[src/rtl/rtc3w_master.sv]
module rtc3w_master #(
  parameter int HALF_DIV = 4
) (
  input  logic       clk,
  input  logic       rst_n,
  input  logic       req_valid,
  input  logic       req_read,
  input  logic       req_ram,
  input  logic [4:0] req_addr,
  input  logic [7:0] req_wdata,
  output logic       busy,
  output logic       done,
  output logic [7:0] rdata,
  output logic       rtc_ce,
  output logic       rtc_sclk,
  output logic       rtc_dout,
  output logic       rtc_doe,
  input  logic       rtc_din
);
  localparam int GAP_N = 2 * HALF_DIV;
  localparam int CW = $clog2(GAP_N + 1);
  localparam logic [CW-1:0] HALF_END = CW'(HALF_DIV - 1);
  localparam logic [CW-1:0] GAP_END = CW'(GAP_N - 1);

  typedef enum logic [1:0] {S_IDLE, S_XFER, S_HOLD, S_GAP} st_t;
  st_t st;
  logic [CW-1:0] cnt;
  logic [4:0] bitn;
  logic [15:0] sh;
  logic is_rd;
  logic [7:0] cmd;

  assign cmd  = {1'b1, req_ram, req_addr, req_read};
  assign busy = (st != S_IDLE);

  always_ff @(posedge clk or negedge rst_n) begin
    if (!rst_n) begin
      st <= S_IDLE; cnt <= '0; bitn <= '0; sh <= '0; is_rd <= 1'b0;
      rdata <= '0; done <= 1'b0; rtc_ce <= 1'b0; rtc_sclk <= 1'b0;
      rtc_dout <= 1'b0; rtc_doe <= 1'b0;
    end else begin
      done <= 1'b0;
      case (st)
        S_IDLE: if (req_valid) begin
          rtc_ce   <= 1'b1;
          rtc_sclk <= 1'b0;
          rtc_doe  <= 1'b1;
          rtc_dout <= cmd[0];
          sh       <= {req_wdata, cmd};
          is_rd    <= req_read;
          bitn     <= '0;
          cnt      <= '0;
          st       <= S_XFER;
        end
        S_XFER: if (cnt == HALF_END) begin
          cnt <= '0;
          if (!rtc_sclk) begin
            rtc_sclk <= 1'b1;
            if (is_rd && bitn[3]) rdata <= {rtc_din, rdata[7:1]};
          end else begin
            rtc_sclk <= 1'b0;
            bitn     <= bitn + 5'd1;
            sh       <= sh >> 1;
            rtc_dout <= sh[1];
            if (bitn == 5'd15) begin
              rtc_doe <= 1'b0;
              st      <= S_HOLD;
            end else if (is_rd && bitn == 5'd7) begin
              rtc_doe <= 1'b0;
            end
          end
        end else cnt <= cnt + 1'b1;
        S_HOLD: if (cnt == HALF_END) begin
          cnt    <= '0;
          rtc_ce <= 1'b0;
          done   <= 1'b1;
          st     <= S_GAP;
        end else cnt <= cnt + 1'b1;
        default: if (cnt == GAP_END) begin
          cnt <= '0;
          st  <= S_IDLE;
        end else cnt <= cnt + 1'b1;
      endcase
    end
  end
endmodule

[config.mk]
export PLATFORM = sky130hd
export DESIGN_NAME = rtc3w_master
export DESIGN_NICKNAME = d
export VERILOG_FILES = /design/src/rtl/rtc3w_master.sv
export SDC_FILE = /design/constraint.sdc
export NUM_CORES = 1
export LEC_CHECK = 0
export ABC_AREA = 1
export BUFFER_PORTS_ARGS = -buffer_cell sky130_fd_sc_hd__buf_2
export CAP_MARGIN = 5
export CORE_UTILIZATION = 40
export CTS_CLUSTER_SIZE = 30
export DETAILED_ROUTE_END_ITERATION = 10
export PLACE_DENSITY = 0.57
export SKIP_LAST_GASP = 1
export SYNTH_ARGS = -nofsm -noshare
export SYNTH_HDL_FRONTEND = slang
export SYNTH_SLANG_ARGS = --single-unit
[constraint.sdc]
create_clock -name clk -period 2.94 [get_ports clk]
set_input_delay 0.147 -clock clk [delete_from_list [all_inputs] [get_ports clk]]
set_output_delay 0.147 -clock clk [all_outputs]
set_load 0.05 [all_outputs]
==> results of run 1 <==
stage by stage:
step / worst slack (ns) / power (mW) / util (%)
CTS: 0.866 / 2.35 / 48.6
global placement: 0.976 / 1.93 / 46.6
floorplan: 1.24 / 1.76 / -
global route: 0.660 / 2.56 / 48.6
detailed placement: 0.894 / 1.96 / 46.6
finish: 0.902 / 2.32 / 48.6
cells in the final DEF, fill, tap and decap left out, types with 2 or more instances in the layout:
cell | Yosys | final
clkbuf_8 | 0 | 6
dfrtp_1 | 40 | 40
buf_2 | 3 | 32
nand3_1 | 9 | 9
a21oi_1 | 4 | 4
o21ai_2 | 8 | 8
clkinvlp_4 | 0 | 2
nor2_1 | 11 | 11
nand2_1 | 63 | 63
o21ai_0 | 15 | 15
ha_1 | 7 | 7
o21ai_1 | 9 | 9
nand2_2 | 4 | 4
mux2i_1 | 13 | 13
buf_4 | 0 | 2
nand4_1 | 2 | 2
inv_1 | 30 | 30
xor2_1 | 2 | 2
worst reg2reg max path, delay by kind of cell (launching register included):
kind	cells	cell delay, ns
adders and majority gates	1	0.20
buffers and inverters	3	0.43
DFF	1	0.42
and+or+nand+nor	6	0.93
power breakdown:
| part | switching [mW] | internal (mW) |
|---|---|---|
| clock network | 0.201 | 0.190 |
| registers | 0.117 | 0.735 |
| logic | 0.718 | 0.362 |
cells by family after synthesis:
family / after synthesis / share of synthesized area (%)
XOR/XNOR: 2 / 0.852
AO/OA/AOI/OAI: 37 / 10.6
adder cells (fa/ha/maj): 7 / 4.26
buffers and inverters: 38 / 8.40
multiplexers: 13 / 6.33
flip-flops: 40 / 48.7
AND/OR/NAND/NOR: 95 / 20.9
routing by layer:
layer / vias up / track usage, % / part of all wire [%]
met5: - / 0 / 0
met4: 0 / 5.77 / 1.1
met3: 4 / 5.35 / 4.1
met2: 33 / 25.8 / 43
met1: 696 / 21.9 / 52
li1: 803 / - / -
final cells by class:
class                      count  area share (%)
multi-input combinational    154            37.4
sequential                    40            42.5
inverter                      31            4.94
clock inverter                 2           0.637
tap                           67            3.56
timing repair buffer          34            7.43
clock buffer                   6            3.51
flip-flops by register name, summed over array words and instances (netlist names):
signal and cells:
rtc_sclk 1, cnt 4, done 1, sh 16, st 2, rtc_ce 1
rtc_doe 1, is_rd 1, rdata 8, bitn 5
worst max-delay path by stage:
stage	from	endpoint	depth (start not counted)	slack [ns]
2_1_floorplan	st[0]	sh[0]	9	1.24
3_3_place_gp	st[1]	bitn[4]	10	0.98
3_5_place_dp	st[1]	bitn[4]	10	0.89
4_1_cts	st[1]	bitn[4]	10	0.87
5_1_grt	st[1]	sh[12]	8	0.66
6_report	st[1]	bitn[4]	10	0.90
==> metrics.yaml, run 1 <==
synth_edf_count: 0
drtIter0Drc: 98
synthFlopType: "dfrtp_1"
rsz0062_at_grt: "no"
endpoint_kind: "register"
clock-sinks: 40
yosysMostFrequentCell: "nand2_1"
die_h_um: 73.7
dpl_cell_area_um2: 2260
arrival_ns: 2.27
finalCriticalPeriod_ns: 2.04
layout.nets: 292
power_density_nw_per_um2: 986
syn_area_per_cell_um2: 8.86
multi_input_area_um2: 882
first_global_vias: 1479
cts-resized-gates: 0
via_count: 1536
start_kind: "register"
synth_cells: 232
clock_latency_ns: 0.29
post-dp-hpwl_um: 2730
drive_above_1_share_pct: 22.8
dr.pass1.iters: 4
syn_area_um2: 2060
r2r_slack_ns: 0.90
port_buffers: 32
fmax_mhz: 491
cts_buffer_depth: 2
synth_nets: 258
max_cap_viol_count: 0
status: "complete, but fails checks"
viasPerCell: 4.60
slew_violations: 0
gp_congestion: 0.802
coreArea_um2: 4850
drtAntennaViolNets: 0
cts_root_buf: "clkbuf_8"
p_leak_nw: 1.21
wl_um: 3840
crit_chain: "inv_1, ha_1, buf_4, inv_2, nand2_1, nand2_1, nand3b_4, nor2_4, nand2_1, nand2_1"
synthArstFlopShare_pct: 100
critPathSlowestCell: "dfrtp_1"
crit_buf_inv: 3
final_cells: 334
fin_worst_skew_ns: 0.00475
ys_seq_area_share_pct: 48.7
antenna_cells: 0
postCtsHoldBufs: 0
worstPathRequired_ns: 3.17
wire_per_inst_um: 11.5
start_util_pct: 42.4
grt_pass1_wl_um: 6770
cpLargestDelayFamily: "simple AND/OR/NAND/NOR gates"
grtUsageTotal_pct: 16.7
drc: 0
path_clk_slew_ns: 0.08
hold_path.class: "in -> async"
slew_headroom_pct: 41.0
synth_area_leaders: "dfrtp_1 49%, nand2_1 12%, mux2i_1 6.3%"
cp_max_fo: 40
n_fill_cell: 472
cts-buffers-inserted: 5
violations: "negative hold slack"
area_growth_pct: 14.6
synthTopCellsByCount: "63 x nand2_1, 40 x dfrtp_1, 30 x inv_1, 15 x o21ai_0, 13 x mux2i_1"
whs_ns: -0.0279
die_w_um: 73.7
synth_top_area_cell: "dfrtp_1"
grt_start_max_net_pins: 41
reg2reg_to: "bitn[4]"
tns_ns: 0
ir_drop_mv: 0.355
setup_viol: 0
crit_type: "reg -> reg"
htreeDepth: 2
pin_count: 33
cp_slowest_stage_delay_ns: 0.42
placedCellCount: 326
seqCellArea_um2: 1000
ys_ff_latch: 40
worstRegToRegCells: 10
tritoncts: "built"
grt_overflow_total: 0
finish.instance_area_um2: 2360
antenna_found_initial: 0
dieArea_um2: 5430
postCtsSetupBuffers: 0
rows: 25
yosysTopAreaCellShare_pct: 48.7
synth_warnings: 0
hold_viol: 40
synth.distinct_cells: 25
period_share_pct: 69.3
crit_path_frequent_cell: "nand2_1"
r2r_start: "st[1]"
worst_slew_pin_slew_ns: 0.885
Power figures use the tool's default switching activity.
==> inputs of run 2 (changes only) <==
--- a/config.mk
+++ b/config.mk
@@ -5,7 +5,7 @@
 export SDC_FILE = /design/constraint.sdc
 export NUM_CORES = 1
 export LEC_CHECK = 0
-export ABC_AREA = 1
+export ABC_AREA = 0
 export BUFFER_PORTS_ARGS = -buffer_cell sky130_fd_sc_hd__buf_2
 export CAP_MARGIN = 5
 export CORE_UTILIZATION = 40
==> constraint.sdc (replaced) <==
create_clock -name clk -period 2 [get_ports clk]
set_input_delay 0.1 -clock clk [delete_from_list [all_inputs] [get_ports clk]]
set_output_delay 0.1 -clock clk [all_outputs]
set_load 0.05 [all_outputs]
==> metrics.yaml, run 2 <==
status: "complete, no violations"
syn_area_um2: 2050  # -0.37%
drtAntennaViolNets: 0  # unchanged
cts_buffer_depth: 2  # unchanged
synth_warnings: 0  # unchanged
port_buffers: 32  # unchanged
drive_above_1_share_pct: 33.5  # +11 points
ys_seq_area_share_pct: 48.9  # +0.18 points
dieArea_um2: 5410  # -0.37%
crit_chain: "ha_1, or3b_4, buf_4, a21o_1, o311ai_0"
synth_cells: 189  # -19%
slew_headroom_pct: 40.5  # -0.53 points
wire_per_inst_um: 13.3  # +16%
power_density_nw_per_um2: 575  # -42%
grt_overflow_total: 0  # unchanged
grtUsageTotal_pct: 16.6  # -0.029 points
start_kind: "register"
die_w_um: 73.6  # -0.18%
grt_start_max_net_pins: 41  # unchanged
post-dp-hpwl_um: 2890  # +6.0%
clock-sinks: 40  # unchanged
largest_reg_flops: 16  # unchanged
rsz0062_at_grt: "no"
cts-buffers-inserted: 5  # unchanged
gr-usage-met3_pct: 5.08  # -0.27 points
drtIter0Drc: 71  # -28%
synth.distinct_cells: 37  # +48%
gr-usage-met2_pct: 27.0  # +1.2 points
max_cap_viol_count: 0  # unchanged
start_util_pct: 42.5  # +0.12 points
fin_worst_skew_ns: 0.00712  # +0.00237 ns
layout.nets: 255  # -13%
clock_latency_ns: 0.29  # about the same
synth_area_leaders: "dfrtp_1 49%, mux2i_1 8.8%, a21oi_2 6.0%"
synthArstFlopShare_pct: 100  # unchanged
antenna_cells: 0  # unchanged
worst_slew_pin_slew_ns: 0.893  # +0.00801 ns
final_cell_mix: "40 x dfrtp_1, 32 x buf_2, 20 x nor2_1, 17 x mux2i_1, 16 x nand2_1"
synth_edf_count: 0  # unchanged
critPathSlowestCell: "or3b_4"
gp_congestion: 0.766  # -4.5%
crit_type: "reg -> reg"
cp_slowest_stage_delay_ns: 0.43  # about the same
largest_register: "sh"
setup_viol: 0  # unchanged
ys_ff_latch: 40  # unchanged
arrival_ns: 2.06  # -0.21 ns
postCtsSetupBuffers: 0  # unchanged
fmax_mhz: 527  # +7.4%
slew_violations: 0  # unchanged
rows: 25  # unchanged
whs_ns: 0.0213  # +0.0492 ns
die_h_um: 73.6  # -0.18%
hold_path.class: "in -> reg"
final_common_cell: "dfrtp_1"
drc: 0  # unchanged
antenna_found_initial: 0  # unchanged
synth_nets: 215  # -17%
top_regs: "sh: 16 flops, rdata: 8 flops, bitn: 5 flops"
gr-usage-met1_pct: 21.1  # -0.82 points
tns_ns: 0  # unchanged
grt_pass1_wl_um: 6780  # +0.21%
period_share_pct: 94.9  # +26 points
synth_top_area_cell: "dfrtp_1"
p_leak_nw: 1.26  # +3.7%
first_global_vias: 1461  # -1.2%
yosysMostFrequentCell: "dfrtp_1"
via_count: 1466  # -4.6%
syn_area_per_cell_um2: 10.8  # +22%
cts_root_buf: "clkbuf_8"
power_mw: 1.39  # -40%
path_clk_slew_ns: 0.08  # about the same
synthTopCellsByCount: "40 x dfrtp_1, 20 x nor2_1, 18 x mux2i_1, 16 x nand2_1, 14 x a21oi_2"
hold_viol: 0  # -100%
finalCriticalPeriod_ns: 1.90  # -0.140 ns
wl_um: 3950  # +2.9%
busiest_layer: "met2"
worstPathRequired_ns: 2.16  # -1.01 ns
coreArea_um2: 4820  # -0.65%
tritoncts: "built"
ir_drop_mv: 0.419  # +18%
endpoint_kind: "register"
viasPerCell: 4.94  # +7.3%
yosysTopAreaCellShare_pct: 48.9  # +0.18 points
htreeDepth: 2  # unchanged
pin_count: 33  # unchanged
cp_max_fo: 5  # -88%
area_growth_pct: 18.4
synthFlopType: "dfrtp_1"
dr.pass1.iters: 6  # +2
==> run 2: cell count changes after synthesis, moves of 5 or more <==
cell,change
a21oi_2,+14
inv_1,-21
mux2_2,+10
mux2i_1,+5
nand2_1,-47
nand3_1,-6
nor2_1,+9
o21ai_0,-6
o21ai_1,-9
o21ai_2,-8
==> run 2: stage by stage <==
stage	cells	utilization [%]	cell area (um^2)	setup slack (ns)
after floorplan	189	-	2050	0.141
after global placement	288	48.1	2310	0.0763
after detailed placement	288	48.1	2310	0.0147
after CTS	297	50.1	2410	0.00435
after global routing	297	50.4	2430	0.00283
final	297	50.4	2430	0.101
==> run 2: final cells by class <==
| type | count | area [um^2] |
|---|---|---|
| inverters | 9 | 33.8 |
| clock buffers | 8 | 90.1 |
| multi-input cells | 132 | 975 |
| repair buffers | 41 | 243 |
| well taps | 67 | 83.8 |
| flip-flops and latches | 40 | 1000 |
| fillers | 443 | 2390 |
==> run 2: kinds of logic after synthesis <==
logic type                 synth area share, %
adders and majority gates                 4.28
AOI/OAI and AO/OA                         14.0
xor gates and xnor gates                 0.855
muxes                                     14.3
DFF                                       48.9
and+or+nand+nor                           13.6
buffers and inverters                     4.09
==> run 2: timing repair <==
item | CTS | global route
endpoints found under the setup margin | 0 | 28
resized for setup | 0 | 4
endpoints found under the hold margin | 40 | 0
hold buffers | 1 | 0
==> run 2: routing by layer <==
metal	vias to the layer above	part of all wire, %
met5	-	0
met4	0	0.38
met3	2	3.9
met2	28	49
met1	700	47
li1	736	-
==> run 2: worst max-delay path, delay by kind of cell, from the launching register on <==
| family | cells | cell delay, ns |
|---|---|---|
| buffers and inverters | 1 | 0.17 |
| AO/OA/AOI/OAI | 2 | 0.59 |
| flip-flops | 1 | 0.39 |
| adder cells (fa/ha/maj) | 1 | 0.19 |
| AND/OR/NAND/NOR | 1 | 0.43 |
==> run 2: power by group <==
part / total [mW] / internal (mW) / switching, mW
sequential: 0.808 / 0.808 / 0
clock: 0.550 / 0.282 / 0.269
combinational: 0.0362 / 0.0146 / 0.0215
total: 1.39 / 1.10 / 0.290
==> run 2: path summary, 6_finish.rpt <==
kind	from	endpoint	slack [ns]	cells past startpoint
max reg2reg	cnt[0]	bitn[4]	0.10	5
min	req_wdata[7]	sh[15]	0.02	3
min in group asynchronous	rst_n	done	0.47	2
max	cnt[0]	bitn[4]	0.10	5
min reg2reg	rtc_doe	rtc_doe	0.49	1
max in group asynchronous	rst_n	rdata[1]	0.97	2
==> inputs of run 3 (changes only) <==
==> constraint.sdc (replaced) <==
create_clock -name clk -period 2 [get_ports clk]
set_input_delay 0.3 -clock clk [delete_from_list [all_inputs] [get_ports clk]]
set_output_delay 0.3 -clock clk [all_outputs]
set_load 0.05 [all_outputs]
==> metrics.yaml, run 3 (synthesized netlist as in run 2, its figures left out) <==
htreeDepth: 2  # unchanged
fin_util_pct: 53.1  # +2.7 points
antenna_cells: 0  # unchanged
tritoncts: "built"
endpoint_kind: "register"
slew_headroom_pct: 73.0  # +33 points
dr.pass1.iters: 4  # -2
clock-sinks: 40  # unchanged
wl_um: 4120  # +4.3%
hold_viol: 0  # unchanged
grt_start_max_net_pins: 41  # unchanged
period_share_pct: 94.8  # -0.11 points
start_kind: "register"
finalCriticalPeriod_ns: 1.90  # -0.00226 ns
cts_root_buf: "clkbuf_8"
worst_slew_pin_slew_ns: 0.394  # -0.499 ns
drtAntennaViolNets: 0  # unchanged
drc: 0  # unchanged
cp_slowest_stage_delay_ns: 0.43  # about the same
grtUsageTotal_pct: 16.5  # -0.093 points
max_cap_viol_count: 0  # unchanged
layout.nets: 260  # +2.0%
hold_path.class: "in -> reg"
rsz0062_at_grt: "no"
grt_pass1_wl_um: 6800  # +0.31%
grt_overflow_total: 0  # unchanged
rows: 25  # unchanged
fin_worst_skew_ns: 0.00473  # -0.00239 ns
power_density_nw_per_um2: 612  # +6.5%
worstPathRequired_ns: 2.22  # +0.06 ns
path_clk_slew_ns: 0.08  # about the same
gp_congestion: 0.762  # -0.47%
dieArea_um2: 5410  # unchanged
multi_input_area_um2: 977  # +0.26%
area_growth_pct: 24.9
largest_reg_flops: 16  # unchanged
crit_type: "reg -> reg"
tns_ns: 0  # unchanged
wire_per_inst_um: 13.6  # +2.6%
ir_drop_mv: 0.397  # -5.3%
viasPerCell: 4.93  # -0.18%
start_util_pct: 42.5  # unchanged
p_leak_nw: 1.32  # +4.7%
cts_buffer_depth: 2  # unchanged
die_w_um: 73.6  # unchanged
crit_chain: "ha_1, or3b_4, buf_4, a21o_1, or3_1, nand3_1"
via_count: 1488  # +1.5%
pin_count: 33  # unchanged
final_common_cell: "dfrtp_1"
port_buffers: 32  # unchanged
cp_max_fo: 5  # unchanged
fmax_mhz: 527  # +0.12%
post-dp-hpwl_um: 2900  # +0.35%
drive_above_1_share_pct: 35.7  # +2.3 points
cts-buffers-inserted: 5  # unchanged
cpLargestDelayFamily: "simple AND/OR/NAND/NOR gates"
arrival_ns: 2.12  # +0.06 ns
top_regs: "sh: 16 flops, rdata: 8 flops, bitn: 5 flops"
first_global_vias: 1451  # -0.68%
n_fill_cell: 441  # -0.45%
die_h_um: 73.6  # unchanged
seqCellArea_um2: 1000  # unchanged
slew_violations: 0  # unchanged
setup_viol: 0  # unchanged
crit_buf_inv: 1  # unchanged
power_mw: 1.57  # +12%
drtIter0Drc: 78  # +9.9%
coreArea_um2: 4820  # unchanged
status: "complete, no violations"
antenna_found_initial: 0  # unchanged
largest_register: "sh"
final_cell_mix: "40 x dfrtp_1, 32 x buf_2, 20 x nor2_1, 18 x mux2i_1, 16 x nand2_1"
clock_latency_ns: 0.28  # about the same
critPathSlowestCell: "or3b_4"
run 3: worst paths after layout:
kind / startpoint / end / slack (ns) / cells after the start
max in group asynchronous: rst_n / sh[14] / 1.28 / 3
max reg2reg: cnt[0] / bitn[0] / 0.10 / 6
max: cnt[0] / bitn[0] / 0.10 / 6
min: req_wdata[7] / sh[15] / 0.22 / 3
min in group asynchronous: rst_n / done / 0.51 / 3
min reg2reg: rtc_doe / rtc_doe / 0.48 / 1
run 3: through the flow:
step / area, um^2 / cells / setup slack, ns / hold slack, ns
3_5_place_dp: 2330 / 289 / 0.0249 / 0.290
5_1_grt: 2560 / 302 / 0.00486 / 0.233
6_report: 2560 / 302 / 0.104 / 0.220
3_3_place_gp: 2330 / 289 / 0.0779 / 0.285
2_1_floorplan: 2050 / 189 / 0.141 / 0.00441
4_1_cts: 2470 / 298 / 0.0126 / 0.214
run 3: per-layer routing:
layer | vias up | part of all wire (%) | track usage, %
met5 | - | 0 | 0
met4 | 0 | 0.61 | 5.13
met3 | 2 | 3.2 | 3.43
met2 | 28 | 48 | 25.4
met1 | 713 | 49 | 23.5
li1 | 745 | - | -
run 3: report_power, final:
| group | internal [mW] | switching, mW | leakage (nW) |
|---|---|---|---|
| Clock | 0.440 | 0.277 | 0.0645 |
| Sequential | 0.808 | 0 | 0.528 |
| Combinational | 0.0187 | 0.0223 | 0.725 |
| Total | 1.27 | 0.299 | 1.32 |
run 3: worst reg2reg max path, cell delays in order, from the launching register on:
cell and delay (ns):
dfrtp_1 0.39, ha_1 0.20, or3b_4 0.43, buf_4 0.17
a21o_1 0.22, or3_1 0.35, nand3_1 0.08
run 3: what timing repair did:
item / CTS / global route
endpoints found under the setup margin: 0 / 28
gates resized for setup: 0 / 4
buffers inserted: 0 / 3
hold buffers: 1 / 0
endpoints found under the hold margin: 40 / 0
run 3: layout make-up:
cell class	count	area share, %
Multi-Input combinational cell	132	38.2
Inverter	9	1.32
Timing Repair Buffer	46	13.1
Clock buffer	7	3.77
Sequential cell	40	39.1
Tap cell	67	3.28
Clock inverter	1	1.17
